===== src/rtl/tick_timer_pkg.sv =====
package tick_timer_pkg;

    localparam int ADDR_W   = 5;
    localparam int PS_SEL_W = 3;
    localparam int PS_CNT_W = 1 << PS_SEL_W;
    localparam int FLAG_BIT = 1;

    localparam logic [ADDR_W-1:0] A_VERSION = 5'd0;
    localparam logic [ADDR_W-1:0] A_STATUS  = 5'd6;
    localparam logic [ADDR_W-1:0] A_MASK    = 5'd7;
    localparam logic [ADDR_W-1:0] A_CTRL    = 5'd9;
    localparam logic [ADDR_W-1:0] A_COUNT   = 5'd10;
    localparam logic [ADDR_W-1:0] A_START   = 5'd11;

    localparam int CTRL_W = PS_SEL_W + 3;

    // packed order reproduces the control word layout, bit 0 upward
    typedef struct packed {
        logic                ps_en;
        logic [PS_SEL_W-1:0] ps_sel;
        logic                reload;
        logic                run;
    } ctrl_t;

    typedef enum logic [2:0] {
        TGT_NONE,
        TGT_STATUS,
        TGT_MASK,
        TGT_CTRL,
        TGT_COUNT,
        TGT_START
    } wr_target_e;

    function automatic wr_target_e decode_target(input logic we, input logic [ADDR_W-1:0] a);
        if (!we) return TGT_NONE;
        case (a)
            A_STATUS: return TGT_STATUS;
            A_MASK:   return TGT_MASK;
            A_CTRL:   return TGT_CTRL;
            A_COUNT:  return TGT_COUNT;
            A_START:  return TGT_START;
            default:  return TGT_NONE;
        endcase
    endfunction

    // terminal value of the prescale counter: 2^(sel+1) - 1
    function automatic logic [PS_CNT_W-1:0] ps_limit(input logic [PS_SEL_W-1:0] sel);
        logic [PS_CNT_W:0] span;
        span = (PS_CNT_W+1)'(1) << (int'(sel) + 1);
        return PS_CNT_W'(span - 1'b1);
    endfunction

endpackage


===== src/rtl/tick_prescaler.sv =====
module tick_prescaler
    import tick_timer_pkg::*;
(
    input  logic                clk,
    input  logic                rst,
    input  logic                run_i,
    input  logic                ps_en_i,
    input  logic [PS_SEL_W-1:0] ps_sel_i,
    input  logic                restart_i,
    output logic                tick_o
);
    logic [PS_CNT_W-1:0] div_q;
    logic                at_end;

    assign at_end = (div_q == ps_limit(ps_sel_i));

    always_comb begin
        if (!run_i || restart_i) tick_o = 1'b0;
        else if (!ps_en_i)       tick_o = 1'b1;
        else                     tick_o = at_end;
    end

    always_ff @(posedge clk) begin
        if (rst || !run_i || restart_i || !ps_en_i) div_q <= '0;
        else if (at_end)                            div_q <= '0;
        else                                        div_q <= div_q + 1'b1;
    end

    // with prescaling on, two steps never come in adjacent cycles
    AST_PRESCALE_GAP: assert property (@(posedge clk) disable iff (rst)
        (tick_o && ps_en_i) |=> (!tick_o || !ps_en_i));

    // a restart leaves the divider at zero
    AST_RESTART_CLEARS: assert property (@(posedge clk) disable iff (rst)
        restart_i |=> (div_q == '0));

endmodule


===== src/rtl/tick_counter.sv =====
module tick_counter #(
    parameter int CNT_W = 32
) (
    input  logic             clk,
    input  logic             rst,
    input  logic             step_i,
    input  logic             set_i,
    input  logic [CNT_W-1:0] set_val_i,
    input  logic             reload_i,
    input  logic [CNT_W-1:0] start_i,
    output logic [CNT_W-1:0] value_o,
    output logic             wrap_o
);
    logic [CNT_W-1:0] val_q;
    logic             at_top;

    assign at_top  = &val_q;
    assign wrap_o  = step_i && !set_i && at_top;
    assign value_o = val_q;

    always_ff @(posedge clk) begin
        if (rst)          val_q <= '0;
        else if (set_i)   val_q <= set_val_i;
        else if (step_i)  val_q <= at_top ? (reload_i ? start_i : '0) : val_q + 1'b1;
    end

    AST_STEP_ONE: assert property (@(posedge clk) disable iff (rst)
        (step_i && !set_i && !at_top) |=> (value_o == CNT_W'($past(value_o) + 1'b1)));

    AST_RELOAD_VALUE: assert property (@(posedge clk) disable iff (rst)
        (wrap_o && reload_i) |=> (value_o == $past(start_i)));

    AST_WRAP_ZERO: assert property (@(posedge clk) disable iff (rst)
        (wrap_o && !reload_i) |=> (value_o == '0));

    AST_IDLE_HOLD: assert property (@(posedge clk) disable iff (rst)
        (!step_i && !set_i) |=> $stable(value_o));

endmodule


===== src/rtl/tick_regs.sv =====
module tick_regs
    import tick_timer_pkg::*;
#(
    parameter int CNT_W     = 32,
    parameter int VER_MAJOR = 2,
    parameter int VER_MINOR = 1
) (
    input  logic              clk,
    input  logic              rst,
    input  logic [ADDR_W-1:0] addr_i,
    input  logic              we_i,
    input  logic [CNT_W-1:0]  wdata_i,
    input  logic [CNT_W-1:0]  count_i,
    input  logic              wrap_i,
    output ctrl_t             ctrl_o,
    output logic [CNT_W-1:0]  start_o,
    output logic              count_set_o,
    output logic              restart_o,
    output logic [CNT_W-1:0]  rdata_o,
    output logic              irq_o
);
    localparam logic [3:0] V_MAJ = 4'(VER_MAJOR);
    localparam logic [3:0] V_MIN = 4'(VER_MINOR);

    wr_target_e       tgt;
    ctrl_t            ctrl_q;
    logic             flag_q;
    logic             mask_q;
    logic [CNT_W-1:0] start_q;
    logic             clear_req;

    assign tgt         = decode_target(we_i, addr_i);
    assign clear_req   = (tgt == TGT_STATUS) && wdata_i[FLAG_BIT];
    assign count_set_o = (tgt == TGT_COUNT);
    assign restart_o   = (tgt == TGT_CTRL) && wdata_i[0];
    assign ctrl_o      = ctrl_q;
    assign start_o     = start_q;
    assign irq_o       = flag_q && mask_q;

    always_ff @(posedge clk) begin
        if (rst) begin
            ctrl_q <= '0;
        end else if (tgt == TGT_CTRL) begin
            ctrl_q <= ctrl_t'(wdata_i[CTRL_W-1:0]);
        end else if (wrap_i && !ctrl_q.reload) begin
            ctrl_q.run <= 1'b0;
        end
    end

    always_ff @(posedge clk) begin
        if (rst) flag_q <= 1'b0;
        else     flag_q <= (flag_q && !clear_req) || wrap_i;
    end

    always_ff @(posedge clk) begin
        if (rst) begin
            mask_q  <= 1'b0;
            start_q <= '0;
        end else begin
            if (tgt == TGT_MASK)  mask_q  <= wdata_i[FLAG_BIT];
            if (tgt == TGT_START) start_q <= wdata_i;
        end
    end

    always_comb begin
        case (addr_i)
            A_VERSION: rdata_o = CNT_W'({V_MAJ, V_MIN});
            A_STATUS:  rdata_o = CNT_W'(flag_q) << FLAG_BIT;
            A_MASK:    rdata_o = CNT_W'(mask_q) << FLAG_BIT;
            A_CTRL:    rdata_o = CNT_W'(ctrl_q);
            A_COUNT:   rdata_o = count_i;
            A_START:   rdata_o = start_q;
            default:   rdata_o = '0;
        endcase
    end

    AST_WRAP_FLAGS: assert property (@(posedge clk) disable iff (rst)
        wrap_i |=> flag_q);

    AST_CLEAR_TAKES: assert property (@(posedge clk) disable iff (rst)
        (clear_req && !wrap_i) |=> !flag_q);

    AST_ZERO_WRITE_KEEPS: assert property (@(posedge clk) disable iff (rst)
        (flag_q && !clear_req) |=> flag_q);

    AST_ONESHOT_HALTS: assert property (@(posedge clk) disable iff (rst)
        (wrap_i && !ctrl_q.reload && tgt != TGT_CTRL) |=> !ctrl_q.run);

endmodule


===== src/rtl/tick_timer.sv =====
module tick_timer
    import tick_timer_pkg::*;
#(
    parameter int CNT_W     = 32,
    parameter int VER_MAJOR = 2,
    parameter int VER_MINOR = 1
) (
    input  logic              clk,
    input  logic              rst,
    input  logic [ADDR_W-1:0] bus_addr,
    input  logic              bus_we,
    input  logic [CNT_W-1:0]  bus_wdata,
    output logic [CNT_W-1:0]  bus_rdata,
    output logic              irq
);
    ctrl_t            ctrl;
    logic [CNT_W-1:0] start_val;
    logic [CNT_W-1:0] count_val;
    logic             count_set;
    logic             restart;
    logic             step;
    logic             wrap;

    tick_regs #(
        .CNT_W     (CNT_W),
        .VER_MAJOR (VER_MAJOR),
        .VER_MINOR (VER_MINOR)
    ) u_regs (
        .clk         (clk),
        .rst         (rst),
        .addr_i      (bus_addr),
        .we_i        (bus_we),
        .wdata_i     (bus_wdata),
        .count_i     (count_val),
        .wrap_i      (wrap),
        .ctrl_o      (ctrl),
        .start_o     (start_val),
        .count_set_o (count_set),
        .restart_o   (restart),
        .rdata_o     (bus_rdata),
        .irq_o       (irq)
    );

    tick_prescaler u_presc (
        .clk       (clk),
        .rst       (rst),
        .run_i     (ctrl.run),
        .ps_en_i   (ctrl.ps_en),
        .ps_sel_i  (ctrl.ps_sel),
        .restart_i (restart),
        .tick_o    (step)
    );

    tick_counter #(
        .CNT_W (CNT_W)
    ) u_count (
        .clk       (clk),
        .rst       (rst),
        .step_i    (step),
        .set_i     (count_set),
        .set_val_i (bus_wdata),
        .reload_i  (ctrl.reload),
        .start_i   (start_val),
        .value_o   (count_val),
        .wrap_o    (wrap)
    );

    // a stopped timer never steps
    AST_STOPPED_NO_STEP: assert property (@(posedge clk) disable iff (rst)
        !ctrl.run |-> !step);

    AST_IRQ_NEEDS_MASK: assert property (@(posedge clk) disable iff (rst)
        (irq && !(bus_we && bus_addr == A_MASK)) |=> (irq || !$past(wrap) || $past(bus_we)));

endmodule


===== config.mk =====
export PLATFORM = sky130hd
export DESIGN_NAME = tick_timer
export DESIGN_NICKNAME = d
export VERILOG_FILES = /design/src/rtl/tick_timer_pkg.sv /design/src/rtl/tick_prescaler.sv /design/src/rtl/tick_counter.sv /design/src/rtl/tick_regs.sv /design/src/rtl/tick_timer.sv
export SDC_FILE = /design/constraint.sdc
export NUM_CORES = 1
export LEC_CHECK = 0
export ABC_AREA = 1
export BUFFER_PORTS_ARGS = -buffer_cell sky130_fd_sc_hd__clkbuf_2
export CORE_ASPECT_RATIO = 1.2
export CORE_UTILIZATION = 35
export DETAILED_ROUTE_END_ITERATION = 8
export PLACE_DENSITY = 0.5
export SYNTH_ARGS = -nofsm -noshare
export SYNTH_HDL_FRONTEND = slang
export SYNTH_HIERARCHICAL = 1
export SYNTH_SLANG_ARGS = --single-unit

===== constraint.sdc =====
create_clock -name clk -period 3.1 [get_ports clk]
set_input_delay 0.31 -clock clk [delete_from_list [all_inputs] [get_ports clk]]
set_output_delay 0.31 -clock clk [all_outputs]
set_load 0.05 [all_outputs]

==> results of run 1 <==
[worst max-delay path, stage by stage, from the launching register on]
cell	delay, ns
dfxtp_1	0.37
nor2_1	0.15
nand2_1	0.07
ha_1	0.30
nor2_1	0.05
nor2_1	0.13
nand2_1	0.07
nor2_1	0.11
nand2_1	0.06
nor2_1	0.08
nand3_1	0.12
a21oi_2	0.23
inv_1	0.08
nor2_2	0.10
inv_1	0.07
nor4_2	0.31
nand2_1	0.08
nand3_1	0.08
a21oi_1	0.07
[cells in the final DEF (no fill, tap or decap), drive strengths merged, types with 4 or more instances in the layout]
master and instances:
clkbuf 56, a32o 26, a21oi 66, nand4 10, nand2 225, xor2 16, o21ai 22, or2 4
nor2 82, dfxtp 80, xnor2 6, a31oi 6, inv 63, buf 40, nand3 106, a22oi 27
[layout make-up]
| cell class | count | area, um2 |
|---|---|---|
| fill | 1604 | 8470 |
| multi-input combinational | 618 | 3340 |
| sequential | 80 | 1600 |
| timing repair buffer | 84 | 883 |
| tap | 204 | 255 |
| clock buffer | 12 | 246 |
| inverter | 64 | 245 |
| clock inverter | 3 | 42.5 |
[routing by layer]
layer | vias to the layer above | GRT usage
li1 | 2818 | -
met2 | 143 | 0.382
met4 | 0 | 0.0964
met5 | - | 0
met1 | 2682 | 0.281
met3 | 27 | 0.0246
[power by group through the flow]
| stage | logic (W) | clock network, W | registers [W] |
|---|---|---|---|
| finish | 0.000140 | 0.00107 | 0.00104 |
| detailed placement | 0.000140 | 0 | 0.00107 |
| global route | 0.000153 | 0.00114 | 0.00104 |
| global placement | 0.000138 | 0 | 0.00107 |
| floorplan | 0.0000738 | 0 | 0.00106 |
| CTS | 0.000140 | 0.00110 | 0.00104 |
[flip-flops by register name (all words and copies together) (netlist names)]
signal	cells
u_count/value_o	32
u_presc/div_q	8
u_regs/ctrl_o	6
u_regs/flag_q	1
u_regs/mask_q	1
u_regs/start_o	32
[worst max path at each step]
stage                                             start                               end  depth (start not counted)
final                     u_regs/ctrl_o[2]$_SDFFE_PP0N_     u_regs/ctrl_o[0]$_SDFFE_PP0P_                         18
after global routing      u_regs/ctrl_o[2]$_SDFFE_PP0N_     u_regs/ctrl_o[0]$_SDFFE_PP0P_                         19
after CTS                 u_regs/ctrl_o[4]$_SDFFE_PP0N_   u_count/value_o[6]$_SDFFE_PP0P_                         13
after detailed placement  u_regs/ctrl_o[4]$_SDFFE_PP0N_   u_count/value_o[6]$_SDFFE_PP0P_                         13
after global placement    u_regs/ctrl_o[4]$_SDFFE_PP0N_  u_count/value_o[23]$_SDFFE_PP0P_                         13
after floorplan           u_regs/ctrl_o[4]$_SDFFE_PP0N_     u_regs/ctrl_o[0]$_SDFFE_PP0P_                         19
[kinds of logic after synthesis]
kind of cell	after synthesis
simple gates	439
compound gates	153
buf+inv	105
flops	80
xor+xnor	22
fa+ha+maj	3
other cells	1
[stage by stage]
step | util | setup slack (ns) | total power (W) | instances
2_1_floorplan | - | 0.621 | 0.00114 | 803
3_3_place_gp | 0.418 | 0.271 | 0.00120 | 1050
3_5_place_dp | 0.418 | 0.199 | 0.00121 | 1050
4_1_cts | 0.437 | 0.177 | 0.00229 | 1065
5_1_grt | 0.439 | 0.0799 | 0.00234 | 1065
6_report | 0.439 | 0.399 | 0.00225 | 1065
==> flow_summary.toml, run 1 <==
[outcome]
run_status = "complete, no violations"

[clock_tree]
clk_latency_ns = 0.35
cts_tree = "done"
clock_sinks = 80
path_clk_slew_ns = 0.06
postCtsSetupBuffers = 0
cts_root_buf = "clkbuf_16"
cts-resized-gates = 0
cts_buffers = 9
cts_hold_buf = 0
cts_buffer_depth = 2
cts-htree-levels = 3

[flow_run]
maxCapViolCount = 0

[sta]
maxSlewHeadroom = 0.419
fmax_ghz = 0.370
rsz0062_at_grt = "no"
min_period_ns = 2.70
setup_tns_ns = 0
fin_crit_sh = 0.871
maxSlewViolCount = 0
worstMarginPinSlew_ns = 0.872
skew_ns = 0.00475
setup_viol = 0
finalHoldViolCount = 0
whs_ns = 0.229

[worst_hold_path]
hold_depth = 3
min_to = "u_regs/start_o[17]$_SDFFE_PP0N_"
hold_path_startpoint = "bus_wdata[17]"
holdCritPathClass = "in2reg"

[logic_synthesis]
ys_ff_latch = 80
netlist_area_um2 = 5420
synth_edf_count = 0
ys_warn_count = 6
synthAdderAreaFrac = 0.00693
synth_area_per_cell_um2 = 6.74
synth-main-ff-cell = "dfxtp_1"
synth_top_family_by_area = "simple AND/OR/NAND/NOR gates"
synth_fp_nets = 846
syn-instance-count = 803
synth_top_area_share = 0.296
synth.most_common_cell = "nand2_1"
muxShareOfSynthArea = 0
synth_compound_area_frac = 0.190
async_reset_ff_frac = 0
synth_commonest_cells = "nand2_1 (217), nand3_1 (93), dfxtp_1 (80), nor2_1 (68), inv_1 (60)"
yosys-top-cells-area = "dfxtp_1 (30%), nand2_1 (15%), nand3_1 (8.6%), a21oi_1 (5.4%), a32o_1 (4.8%)"
synth_xor_area_frac = 0.0356
yosysTopAreaCell = "dfxtp_1"
synth_seq_area_share = 0.296
ys_types = 47
synth_simple_gate_area_frac = 0.379

[placement]
port-buffer-count = 72
place_area_um2 = 6310
place.gp.congestion = 0.905
dp.final_hpwl_mm = 12.4

[worst_setup_path]
r2r_slack_ns = 0.40
cp.arrival_ns = 2.89
critPathCaptureType = "flop"
reg2reg_to = "u_regs/ctrl_o[0]$_SDFFE_PP0P_"
critical_path_required_ns = 3.29
crit-reg2reg-launch = "u_regs/ctrl_o[2]$_SDFFE_PP0N_"
startpoint_type = "flop"
r2r_cells = 18
path_class = "reg2reg"
path_max_fanout = 7

[pwr]
p_sw_frac = 0.237
combPwrFrac = 0.062
power.density_nw_per_um2 = 340
seqPwrFrac = 0.463
ir_drop_uv = 225
pwr-share-clk = 0.474
p_switching_w = 0.000533
p_leak_nw = 2.40
p_int_w = 0.00172

[detailed_routing]
wl_met2_mm = 8.60
wl_met3_um = 766
ant_nets = 0
totalWireLength_mm = 17.3
vias_per_cell = 5.32
drt-met1-wl_mm = 7.54
wl_per_cell_um = 16.3
firstDrtPassIters = 5
drt_first_iter_violations = 406
route.vias.total = 5670
drc = 0
routed.top_layer = "met4"

[global_routing]
grt_first_pass_wirelength_mm = 28.1
grt_max_degree = 37
grtUsageTotal = 0.224
overflow = 0
grt_pass1_vias = 5537
antenna_found_initial = 0

[cells_and_area]
syn_to_final_growth_pct = 22.1
finalNetCount = 900
drive_gt1_frac = 0.182
diodes = 0
finalInstanceArea_um2 = 6610

[floorplan]
io_pins = 73
start_util = 0.359
rows = 49
core_area_um2 = 15100
die_h_um = 138
fp.dieArea_um2 = 16000
die_x_um = 116
Power figures use the tool's default switching activity.
==> run 2, diff against run 1 <==
Settings changed: CORE_ASPECT_RATIO 1.2 to 1.25.
==> run 2 against run 1 <==
Against the previous run: combinational power barely moved; clock-buffer cell count is 3 lower; via count increased by 0.71%; largest power group unchanged; total power grew 4.8%; first-iteration DRC count grew 0.74%; die area is essentially flat; highest routed layer unchanged; design area increased by 0.89%; routed wire length grew 0.66%; register-to-register slack got worse by 0.25 ns.
==> flow_summary.toml, run 2 (synthesized netlist as in run 1, its figures left out) <==
[outcome]
run_status = "complete, no violations"

[sta]
maxSlewViolCount = 0
rsz0062_at_grt = "yes"
whs_ns = 0.229
maxSlewHeadroom = 0.391
finalHoldViolCount = 0
fin_crit_sh = 0.951
min_period_ns = 2.95
fmax_ghz = 0.339
worstMarginPinSlew_ns = 0.914
skew_ns = 0.00665
setup_viol = 0

[cells_and_area]
finalInstanceArea_um2 = 6670
drive_gt1_frac = 0.186
finalNetCount = 900
instances_no_fill = 1070
syn_to_final_growth_pct = 23.2
n_fill_cell = 1591
diodes = 0
final_common_cell = "nand2_1"
register_area_um2 = 1600
final_util = 0.443
final_cell_mix = "nand2_1 (217), nand3_1 (93), dfxtp_1 (78)"
multi_input_area_um2 = 3330

[detailed_routing]
wl_per_cell_um = 16.3
ant_nets = 0
route.vias.total = 5710
drt_first_iter_violations = 409
drc = 0
vias_per_cell = 5.34
totalWireLength_mm = 17.5
firstDrtPassIters = 5

[placement]
place_area_um2 = 6340
port-buffer-count = 72
place.gp.congestion = 0.909
dp.final_hpwl_mm = 12.4
dp_cells = 1054

[worst_setup_path]
reg2reg_to = "u_count/value_o[20]$_SDFFE_PP0P_"
path_class = "reg2reg"
crit_start = "u_regs/ctrl_o[3]$_SDFFE_PP0N_"
r2r_cells = 15
cp.arrival_ns = 3.21
r2r_slack_ns = 0.15
startpoint_type = "flop"
critical_path_required_ns = 3.37
crit-reg2reg-launch = "u_regs/ctrl_o[3]$_SDFFE_PP0N_"
path_max_fanout = 18
critPathCaptureType = "flop"

[floorplan]
fp.dieArea_um2 = 16000
die_h_um = 141
die_x_um = 113
start_util = 0.359
io_pins = 73
rows = 50
core_area_um2 = 15100

[global_routing]
antenna_found_initial = 0
grt_pass1_vias = 5699
grt_first_pass_wirelength_mm = 28.7
grtUsageTotal = 0.227
grt_max_degree = 40
overflow = 0

[clock_tree]
path_clk_slew_ns = 0.06
clk_latency_ns = 0.35
cts_root_buf = "clkbuf_16"
clock_sinks = 80
cts_hold_buf = 0
cts_buffers = 9
cts-htree-levels = 3
cts_tree = "done"
cts_buffer_depth = 2

[pwr]
p_leak_nw = 2.42
p_total_w = 0.00236
ir_drop_uv = 183
power.density_nw_per_um2 = 354

[worst_hold_path]
hold_depth = 3
holdCritPathClass = "in2reg"
min_to = "u_regs/start_o[22]$_SDFFE_PP0N_"
hold_path_startpoint = "bus_wdata[22]"

[flow_run]
maxCapViolCount = 0
[run 2: where the power goes]
group	internal, W	switching (W)
clock	0.000707	0.000471
combinational	0.0000445	0.0000954
sequential	0.00103	0.00000919
[run 2: timing repair]
item,CTS,global route
endpoints found under the setup margin,0,18
resized for setup,0,3
hold endpoints to repair,0,0
buffers inserted,0,0
[run 2: per-stage QoR]
stage               setup WS (ns)  TNS, ns
floorplan                   0.621        0
global placement            0.325        0
detailed placement          0.206        0
CTS                         0.188        0
global route              -0.0663   -0.629
finish                      0.152        0
[run 2: worst max path at each step]
stage | cells past startpoint | to
floorplan | 19 | u_regs/ctrl_o[0]$_SDFFE_PP0P_
global placement | 13 | u_count/value_o[22]$_SDFFE_PP0P_
detailed placement | 15 | u_count/value_o[22]$_SDFFE_PP0P_
CTS | 15 | u_count/value_o[22]$_SDFFE_PP0P_
global route | 15 | u_count/value_o[23]$_SDFFE_PP0P_
finish | 15 | u_count/value_o[20]$_SDFFE_PP0P_
[run 2: worst max-delay path, stage by stage, from the launching register on]
cell and delay (ns):
dfxtp_1 0.35, nor2_1 0.16, nand2_1 0.08, ha_1 0.24
inv_1 0.10, nand4_1 0.14, nand2_1 0.12, nand2_1 0.05
nand2_1 0.08, inv_1 0.05, nand3_1 0.11, a21oi_1 0.11
nor2_2 0.66, buf_4 0.37, a22oi_1 0.10, a21oi_1 0.15
[run 2: metal layers]
layer  track usage  part of all wire
met3        0.0262             0.044
met4        0.0942             0.020
met1         0.273              0.43
met2         0.407              0.51
met5             0                 0
[run 2: layout make-up]
type	instances	area share
sequential	80	0.240
inverter	64	0.0368
multi-input combinational	618	0.499
tap	208	0.0390
clock buffer	9	0.0338
timing repair buffer	84	0.137
clock inverter	7	0.0143
